File: src/rtl/burst_rom_pkg.sv
package burst_rom_pkg;

   typedef enum logic [1:0] {
      ST_IDLE  = 2'd0,
      ST_BURST = 2'd1,
      ST_ERR   = 2'd2
   } rom_state_t;

   // content of the 32-bit word at byte address a
   function automatic logic [31:0] rom_word(input logic [31:0] a, input logic [15:0] seed);
      return {a[15:0] ^ seed, ~a[15:0]};
   endfunction

endpackage

File: src/rtl/rom_seg_decoder.sv
module rom_seg_decoder #(
   parameter int                          ADDR_W    = 32,
   parameter int                          LEN_W     = 8,
   parameter int                          NUM_SEG   = 2,
   parameter int                          IDX_W     = 5,
   parameter logic [NUM_SEG*ADDR_W-1:0]   SEG_BASE  = '0,
   parameter logic [NUM_SEG*ADDR_W-1:0]   SEG_SIZE  = '0,
   parameter logic [NUM_SEG*IDX_W-1:0]    SEG_WBASE = '0
) (
   input  logic [ADDR_W-1:0] addr,
   input  logic [LEN_W-1:0]  plen,
   output logic              hit,
   output logic [IDX_W-1:0]  idx
);

   logic [ADDR_W:0]  a_ext;
   logic [ADDR_W:0]  end_ext;
   logic [NUM_SEG-1:0] in_seg;
   logic [IDX_W-1:0] seg_idx [NUM_SEG];

   assign a_ext   = {1'b0, addr};
   assign end_ext = a_ext + {{(ADDR_W+1-LEN_W){1'b0}}, plen};

   for (genvar s = 0; s < NUM_SEG; s++) begin : g_seg
      localparam logic [ADDR_W-1:0] BASE  = SEG_BASE[s*ADDR_W +: ADDR_W];
      localparam logic [ADDR_W-1:0] SIZE  = SEG_SIZE[s*ADDR_W +: ADDR_W];
      localparam logic [IDX_W-1:0]  WBASE = SEG_WBASE[s*IDX_W +: IDX_W];
      localparam logic [ADDR_W:0]   LO    = {1'b0, BASE};
      localparam logic [ADDR_W:0]   HI    = {1'b0, BASE} + {1'b0, SIZE};
      logic [ADDR_W-1:0] rel;
      assign rel        = addr - BASE;
      assign in_seg[s]  = (a_ext >= LO) && (end_ext <= HI);
      assign seg_idx[s] = WBASE + rel[IDX_W+1:2];
   end

   // lowest-numbered segment wins if windows were ever to overlap
   always_comb begin
      hit = 1'b0;
      idx = '0;
      for (int s = NUM_SEG - 1; s >= 0; s--) begin
         if (in_seg[s]) begin
            hit = 1'b1;
            idx = seg_idx[s];
         end
      end
   end

endmodule

File: src/rtl/rom_image.sv
module rom_image #(
   parameter int                          ADDR_W    = 32,
   parameter int                          NUM_SEG   = 2,
   parameter int                          IDX_W     = 5,
   parameter logic [NUM_SEG*ADDR_W-1:0]   SEG_BASE  = '0,
   parameter logic [NUM_SEG*ADDR_W-1:0]   SEG_SIZE  = '0,
   parameter logic [NUM_SEG*IDX_W-1:0]    SEG_WBASE = '0,
   parameter logic [15:0]                 ROM_SEED  = 16'h5A3C
) (
   input  logic [IDX_W-1:0] idx_a,
   input  logic [IDX_W-1:0] idx_b,
   output logic [31:0]      q_a,
   output logic [31:0]      q_b
);
   import burst_rom_pkg::*;

   localparam int DEPTH = 2 ** IDX_W;

   function automatic logic [DEPTH*32-1:0] build_image();
      logic [DEPTH*32-1:0] img;
      img = '0;
      for (int s = 0; s < NUM_SEG; s++) begin
         logic [ADDR_W-1:0] b;
         int                nw;
         int                wb;
         b  = SEG_BASE[s*ADDR_W +: ADDR_W];
         nw = int'(SEG_SIZE[s*ADDR_W +: ADDR_W]) / 4;
         wb = int'(SEG_WBASE[s*IDX_W +: IDX_W]);
         for (int w = 0; w < nw; w++)
            img[(wb + w)*32 +: 32] = rom_word(32'(b) + 32'(4*w), ROM_SEED);
      end
      return img;
   endfunction

   localparam logic [DEPTH*32-1:0] IMAGE = build_image();

   assign q_a = IMAGE[idx_a*32 +: 32];
   assign q_b = IMAGE[idx_b*32 +: 32];

endmodule

File: src/rtl/burst_rom_target.sv
module burst_rom_target #(
   parameter int                          DATA_W   = 64,
   parameter int                          ADDR_W   = 32,
   parameter int                          LEN_W    = 8,
   parameter int                          SRC_W    = 4,
   parameter int                          TRD_W    = 4,
   parameter int                          PKT_W    = 4,
   parameter int                          NUM_SEG  = 2,
   parameter logic [NUM_SEG*ADDR_W-1:0]   SEG_BASE = {32'h0000_8000, 32'h0000_1000},
   parameter logic [NUM_SEG*ADDR_W-1:0]   SEG_SIZE = {32'd32, 32'd64},
   parameter logic [15:0]                 ROM_SEED = 16'h5A3C
) (
   input  logic              clk,
   input  logic              rst_n,
   input  logic              cmd_val,
   output logic              cmd_ack,
   input  logic [ADDR_W-1:0] cmd_addr,
   input  logic [LEN_W-1:0]  cmd_plen,
   input  logic              cmd_write,
   input  logic [SRC_W-1:0]  cmd_srcid,
   input  logic [TRD_W-1:0]  cmd_trdid,
   input  logic [PKT_W-1:0]  cmd_pktid,
   output logic              rsp_val,
   input  logic              rsp_ack,
   output logic [DATA_W-1:0] rsp_data,
   output logic              rsp_eop,
   output logic              rsp_err,
   output logic [SRC_W-1:0]  rsp_srcid,
   output logic [TRD_W-1:0]  rsp_trdid,
   output logic [PKT_W-1:0]  rsp_pktid
);
   import burst_rom_pkg::*;

   localparam int WPF = DATA_W / 32;

   function automatic int total_words();
      int t;
      t = 0;
      for (int s = 0; s < NUM_SEG; s++) t += int'(SEG_SIZE[s*ADDR_W +: ADDR_W]) / 4;
      return t;
   endfunction

   localparam int TOTAL_WORDS = total_words();
   localparam int IDX_W       = $clog2(TOTAL_WORDS + 1);

   function automatic logic [NUM_SEG*IDX_W-1:0] word_bases();
      logic [NUM_SEG*IDX_W-1:0] r;
      int sum;
      sum = 0;
      for (int s = 0; s < NUM_SEG; s++) begin
         r[s*IDX_W +: IDX_W] = IDX_W'(sum);
         sum += int'(SEG_SIZE[s*ADDR_W +: ADDR_W]) / 4;
      end
      return r;
   endfunction

   localparam logic [NUM_SEG*IDX_W-1:0] SEG_WBASE = word_bases();

   // elaboration-time parameter checks
   if (DATA_W != 32 && DATA_W != 64) begin : g_bad_width
      $error("burst_rom_target: DATA_W must be 32 or 64");
   end
   if (ADDR_W <= LEN_W) begin : g_bad_len
      $error("burst_rom_target: ADDR_W must exceed LEN_W");
   end
   for (genvar s = 0; s < NUM_SEG; s++) begin : g_chk_seg
      if (SEG_BASE[s*ADDR_W +: 2] != 2'b00 || SEG_SIZE[s*ADDR_W +: 2] != 2'b00 ||
          SEG_SIZE[s*ADDR_W +: ADDR_W] == '0) begin : g_bad_seg
         $error("burst_rom_target: segment base and size must be non-zero word multiples");
      end
   end

   rom_state_t        state;
   logic [IDX_W-1:0]  cur_idx;
   logic [LEN_W-1:0]  words_left;
   logic              dec_hit;
   logic [IDX_W-1:0]  dec_idx;
   logic [31:0]       word_lo;
   logic [31:0]       word_hi;
   logic              accept;
   logic              reject;
   logic              last_flit;

   rom_seg_decoder #(
      .ADDR_W(ADDR_W), .LEN_W(LEN_W), .NUM_SEG(NUM_SEG), .IDX_W(IDX_W),
      .SEG_BASE(SEG_BASE), .SEG_SIZE(SEG_SIZE), .SEG_WBASE(SEG_WBASE)
   ) dec_i (
      .addr(cmd_addr), .plen(cmd_plen), .hit(dec_hit), .idx(dec_idx)
   );

   rom_image #(
      .ADDR_W(ADDR_W), .NUM_SEG(NUM_SEG), .IDX_W(IDX_W),
      .SEG_BASE(SEG_BASE), .SEG_SIZE(SEG_SIZE), .SEG_WBASE(SEG_WBASE),
      .ROM_SEED(ROM_SEED)
   ) img_i (
      .idx_a(cur_idx), .idx_b(cur_idx + IDX_W'(1)), .q_a(word_lo), .q_b(word_hi)
   );

   assign cmd_ack   = (state == ST_IDLE);
   assign accept    = cmd_val && cmd_ack;
   assign reject    = cmd_write || !dec_hit || (cmd_plen == '0);
   assign last_flit = (words_left <= LEN_W'(WPF));

   always_ff @(posedge clk) begin
      if (!rst_n) begin
         state      <= ST_IDLE;
         cur_idx    <= '0;
         words_left <= '0;
         rsp_srcid  <= '0;
         rsp_trdid  <= '0;
         rsp_pktid  <= '0;
      end else begin
         case (state)
            ST_IDLE: if (accept) begin
               rsp_srcid  <= cmd_srcid;
               rsp_trdid  <= cmd_trdid;
               rsp_pktid  <= cmd_pktid;
               cur_idx    <= dec_idx;
               words_left <= cmd_plen >> 2;
               state      <= reject ? ST_ERR : ST_BURST;
            end
            ST_BURST: if (rsp_ack) begin
               if (last_flit) begin
                  state <= ST_IDLE;
               end else begin
                  cur_idx    <= cur_idx + IDX_W'(WPF);
                  words_left <= words_left - LEN_W'(WPF);
               end
            end
            ST_ERR: if (rsp_ack) state <= ST_IDLE;
            default: state <= ST_IDLE;
         endcase
      end
   end

   assign rsp_val = (state != ST_IDLE);
   assign rsp_err = (state == ST_ERR);
   assign rsp_eop = rsp_err || ((state == ST_BURST) && last_flit);

   if (WPF == 1) begin : g_narrow
      assign rsp_data = (state == ST_BURST) ? word_lo : '0;
   end else begin : g_wide
      logic [31:0] upper;
      assign upper    = (words_left >= LEN_W'(2)) ? word_hi : 32'd0;
      assign rsp_data = (state == ST_BURST) ? {upper, word_lo} : '0;
   end

endmodule

File: config.mk
export PLATFORM = sky130hd
export DESIGN_NAME = burst_rom_target
export DESIGN_NICKNAME = d
export VERILOG_FILES = /design/src/rtl/burst_rom_pkg.sv /design/src/rtl/rom_seg_decoder.sv /design/src/rtl/rom_image.sv /design/src/rtl/burst_rom_target.sv
export SDC_FILE = /design/constraint.sdc
export NUM_CORES = 1
export LEC_CHECK = 0
export CAP_MARGIN = 10
export CELL_PAD_IN_SITES_DETAIL_PLACEMENT = 1
export CELL_PAD_IN_SITES_GLOBAL_PLACEMENT = 1
export CORE_MARGIN = 2
export CORE_UTILIZATION = 28
export DETAILED_ROUTE_END_ITERATION = 8
export PLACE_DENSITY_LB_ADDON = 0.12
export SYNTH_ARGS = -nofsm -noshare
export SYNTH_HDL_FRONTEND = slang
export SYNTH_HIERARCHICAL = 1
export SYNTH_SLANG_ARGS = --single-unit
File: constraint.sdc
create_clock -name clk -period 3.18 [get_ports clk]
set_input_delay 0.318 -clock clk [delete_from_list [all_inputs] [get_ports clk]]
set_output_delay 0.318 -clock clk [all_outputs]
set_load 0.05 [all_outputs]
==> impl_metrics.toml <==
[outcome]
run_status = "completed"

[global_route]
antenna_found_initial = 0
grt_pass1_vias = 4023
globalRoute.totalOverflow = 0
grt_first_pass_wirelength_um = 20100
largest_net_degree_at_the_start_of_global_routing = 39
grt.total_usage_pct = 18.3

[drt]
detail-route-antenna-nets = 0
first_iter_violations = 99
vias = 3950
wl_per_cell_um = 15.6
route.final.wire_length_um = 12600
drc_errors = 0
post_drt_via_cell_ratio = 4.91
drt_first_pass_iters = 4

[pwr]
leakagePower_nw = 2.16
power_frac_clock_pct = 23.5
share_seq_of_total_power_pct = 29.7
power.ir.vdd_worst_v = 0.000171
powerDensity_mw_per_mm2 = 226
switching_share_pct = 35.8
p_int_mw = 0.800
share_comb_of_total_power_pct = 46.8
power.net_switching_mw = 0.446

[run]
cap_viol_max_count = 0

[layout]
areaGrowthSynthToFinish_pct = 57.9
layout.filler_cells = 1470
ff_latch_area_um2 = 541
multiInputGateArea_mm2 = 0.00285
drive_above_1_share_pct = 29.8
diodes = 0
final_cell_area_mm2 = 0.00550
nNetsFinal = 707

[cts]
clockRootBuffer = "sky130_fd_sc_hd__clkbuf_16"
clkSinkCount = 27
cts_tree = "done"
max-clock-path-buffers = 2
cts_hold_buffers = 0
clkLatencyLatePin_ns = 0.26
h_tree_levels = 1
cts-buffers-inserted = 3
worst_setup_hold_path_clk_slew_ns = 0.07

[yosys]
synth_seq_cells = 27
synth_common_cells = "73 x sky130_fd_sc_hd__and2_1, 51 x sky130_fd_sc_hd__nand2_1, 50 x sky130_fd_sc_hd__buf_4"
post_synth_instance_area_mm2 = 0.00348
yosysWarnings = 6
yosys.area.top_type_share_pct = 15.5
seq_area_frac_synth_pct = 15.5
ys_dominant_reg_cell = "sky130_fd_sc_hd__dfxtp_1"
syn_avg_cell_area_um2 = 7.15
netlist-cell-type-count = 71
async_reset_ff_share_pct = 0
synth_cells = 487
synth_edf_count = 0
ys_top_cells_by_area = "sky130_fd_sc_hd__dfxtp_1 16%, sky130_fd_sc_hd__and2_1 13%, sky130_fd_sc_hd__buf_4 11%"
yosys.area.top_type = "sky130_fd_sc_hd__dfxtp_1"
synth_most_common_cell = "sky130_fd_sc_hd__and2_1"

[min_path]
worstHoldPathType = "flop to flop"

[critical_path]
criticalPathCategory = "primary input to flop"
worstSetupStartpointType = "primary input"
worst_path_largest_cell_delay_ns = 0.37
timing.critical_path.cells = "dlygate4sd2_1 > ha_4 > buf_4 > a21oi_4 > nand2_4 > o21ai_4 > buf_6 > mux2i_4 > a21oi_2 > o41ai_2 > nand2_1 > a21oi_2 > buf_4 > and2_4 > a21oi_2 > o31ai_1"
crit_path_max_fanout = 4
critPathArrivalTime_ns = 3.22
worstPathRequired_ns = 3.35
crit_top_cell = "sky130_fd_sc_hd__a21oi_2"
worst_setup_path_end_kind = "flop"
worst_path_dominant_cell_family = "compound AO/OA/AOI/OAI gates"
crit_slowest_cell = "sky130_fd_sc_hd__o41ai_2"
timing.critical_path.buf_inv = 4

[timing]
timing_max_transition_violations_final = 0
finClkSkew_ns = 0.00488
max-slew-margin-rel_pct = 64.0
share_of_the_clock_period_used_by_the_worst_path_pct = 95.9
fin_crit_ns = 3.05
hold_viol = 0
timing_worst_slew_pin_value_ns = 0.538
final_setup_violation_count = 0
fmax_mhz = 328
tns_ns = 0

[floorplanning]
die_area_mm2 = 0.0133
chipHeight_um = 116
start_util_pct = 28.9
die_width_um = 116
row_count = 40
num_io_pins = 137
floorplan.core_area_mm2 = 0.0121

[placed_design]
detailedPlacementHpwl_um = 9890
numPortBuffers = 122
place_area_mm2 = 0.00498
place.gp.congestion = 0.864
-- placed cells by master (no fill, tap or decap), types with 7 or more instances in the layout --
cell type / netlist / routed
sky130_fd_sc_hd__nand2_1: 51 / 49
sky130_fd_sc_hd__nor4_1: 9 / 7
sky130_fd_sc_hd__and2_1: 73 / 72
sky130_fd_sc_hd__conb_1: 1 / 14
sky130_fd_sc_hd__dlygate4sd2_1: 0 / 8
sky130_fd_sc_hd__o31ai_1: 8 / 7
sky130_fd_sc_hd__inv_1: 15 / 13
sky130_fd_sc_hd__xor2_1: 10 / 10
sky130_fd_sc_hd__clkdlybuf4s50_1: 0 / 81
sky130_fd_sc_hd__a21oi_1: 36 / 29
sky130_fd_sc_hd__nand3_1: 16 / 16
sky130_fd_sc_hd__ha_4: 0 / 7
sky130_fd_sc_hd__nor2_1: 23 / 19
sky130_fd_sc_hd__buf_4: 50 / 103
sky130_fd_sc_hd__dfxtp_1: 27 / 27
sky130_fd_sc_hd__nor3_1: 11 / 7
sky130_fd_sc_hd__a21oi_2: 2 / 7
sky130_fd_sc_hd__nand4_1: 9 / 9
-- final timing paths --
path	start	cells after the start	to	slack (ns)
min	rsp_srcid[2]$_SDFFE_PN0P_	2	rsp_srcid[2]$_SDFFE_PN0P_	0.46
max reg2reg	state[0]$_SDFFE_PN0P_	5	words_left[1]$_SDFFE_PN0P_	0.87
min reg2reg	rsp_srcid[2]$_SDFFE_PN0P_	2	rsp_srcid[2]$_SDFFE_PN0P_	0.46
max	cmd_addr[5]	16	cur_idx[3]$_SDFFE_PN0P_	0.13
-- what timing repair did --
item | 4_1_cts | 5_1_grt
pin swaps | 26 | 27
gates resized for setup | 62 | 42
endpoints found under the hold margin | 0 | 0
buffers inserted | 7 | 6
endpoints found under the setup margin | 7 | 7
-- power by group through the flow --
stage	clock, mW	sequential [mW]	combinational [mW]
6_report	0.293	0.369	0.583
2_1_floorplan	0	0.405	0.232
3_5_place_dp	0	0.377	0.497
3_3_place_gp	0	0.376	0.487
5_1_grt	0.317	0.373	0.629
4_1_cts	0.300	0.369	0.542
-- area by class of cell --
class                   count  area share [%]
inverters                  16            1.09
multi-input cells         387            51.8
clock inverters             1          0.0910
repair buffers            203            32.0
clock buffers               3            1.36
well taps                 168            3.82
flip-flops and latches     27            9.83
-- per-stage QoR --
step / worst slack (ns) / hold WS (ns) / power [mW] / utilization, % / cells
final: 0.131 / 0.457 / 1.25 / 45.6 / 805
after global routing: -0.0716 / 0.479 / 1.32 / 45.6 / 805
after CTS: 0.00354 / 0.462 / 1.21 / 43.9 / 800
after detailed placement: -0.820 / 0.454 / 0.874 / 41.3 / 789
after global placement: -0.626 / 0.444 / 0.863 / 41.3 / 789
after floorplan: 0.0401 / 0.437 / 0.637 / - / 500
-- state kept, by name, indices dropped and copies added, names as in the netlist --
register / cells
state: 2
cur_idx: 5
rsp_pktid: 4
rsp_srcid: 4
rsp_trdid: 4
words_left: 8
-- worst min-delay path, stage by stage, from the launching register on --
cell and delay, ns:
sky130_fd_sc_hd__dfxtp_1 0.31, sky130_fd_sc_hd__nand2_1 0.05, sky130_fd_sc_hd__a21oi_1 0.05
-- kinds of logic (layout without fill, tap and decap cells) --
kind of cell / Yosys count / in the layout / synth area share [%]
adder cells (fa/ha/maj): 12 / 12 / 4.53
AO/OA/AOI/OAI: 103 / 103 / 20.7
multiplexers: 7 / 7 / 2.19
AND/OR/NAND/NOR: 235 / 235 / 37.6
other: 1 / 14 / 0.108
buffers and inverters: 86 / 223 / 15.1
XOR/XNOR: 16 / 16 / 4.24
flip-flops: 27 / 27 / 15.5
-- per-layer routing --
layer,global-route usage (%),wire [um],vias to the layer above
met5,0,0,-
met4,3.61,104,0
met3,1.99,545,8
met2,32.7,6260,100
met1,23.8,5670,1876
li1,-,-,1966
(Power assumes the default switching activity.)
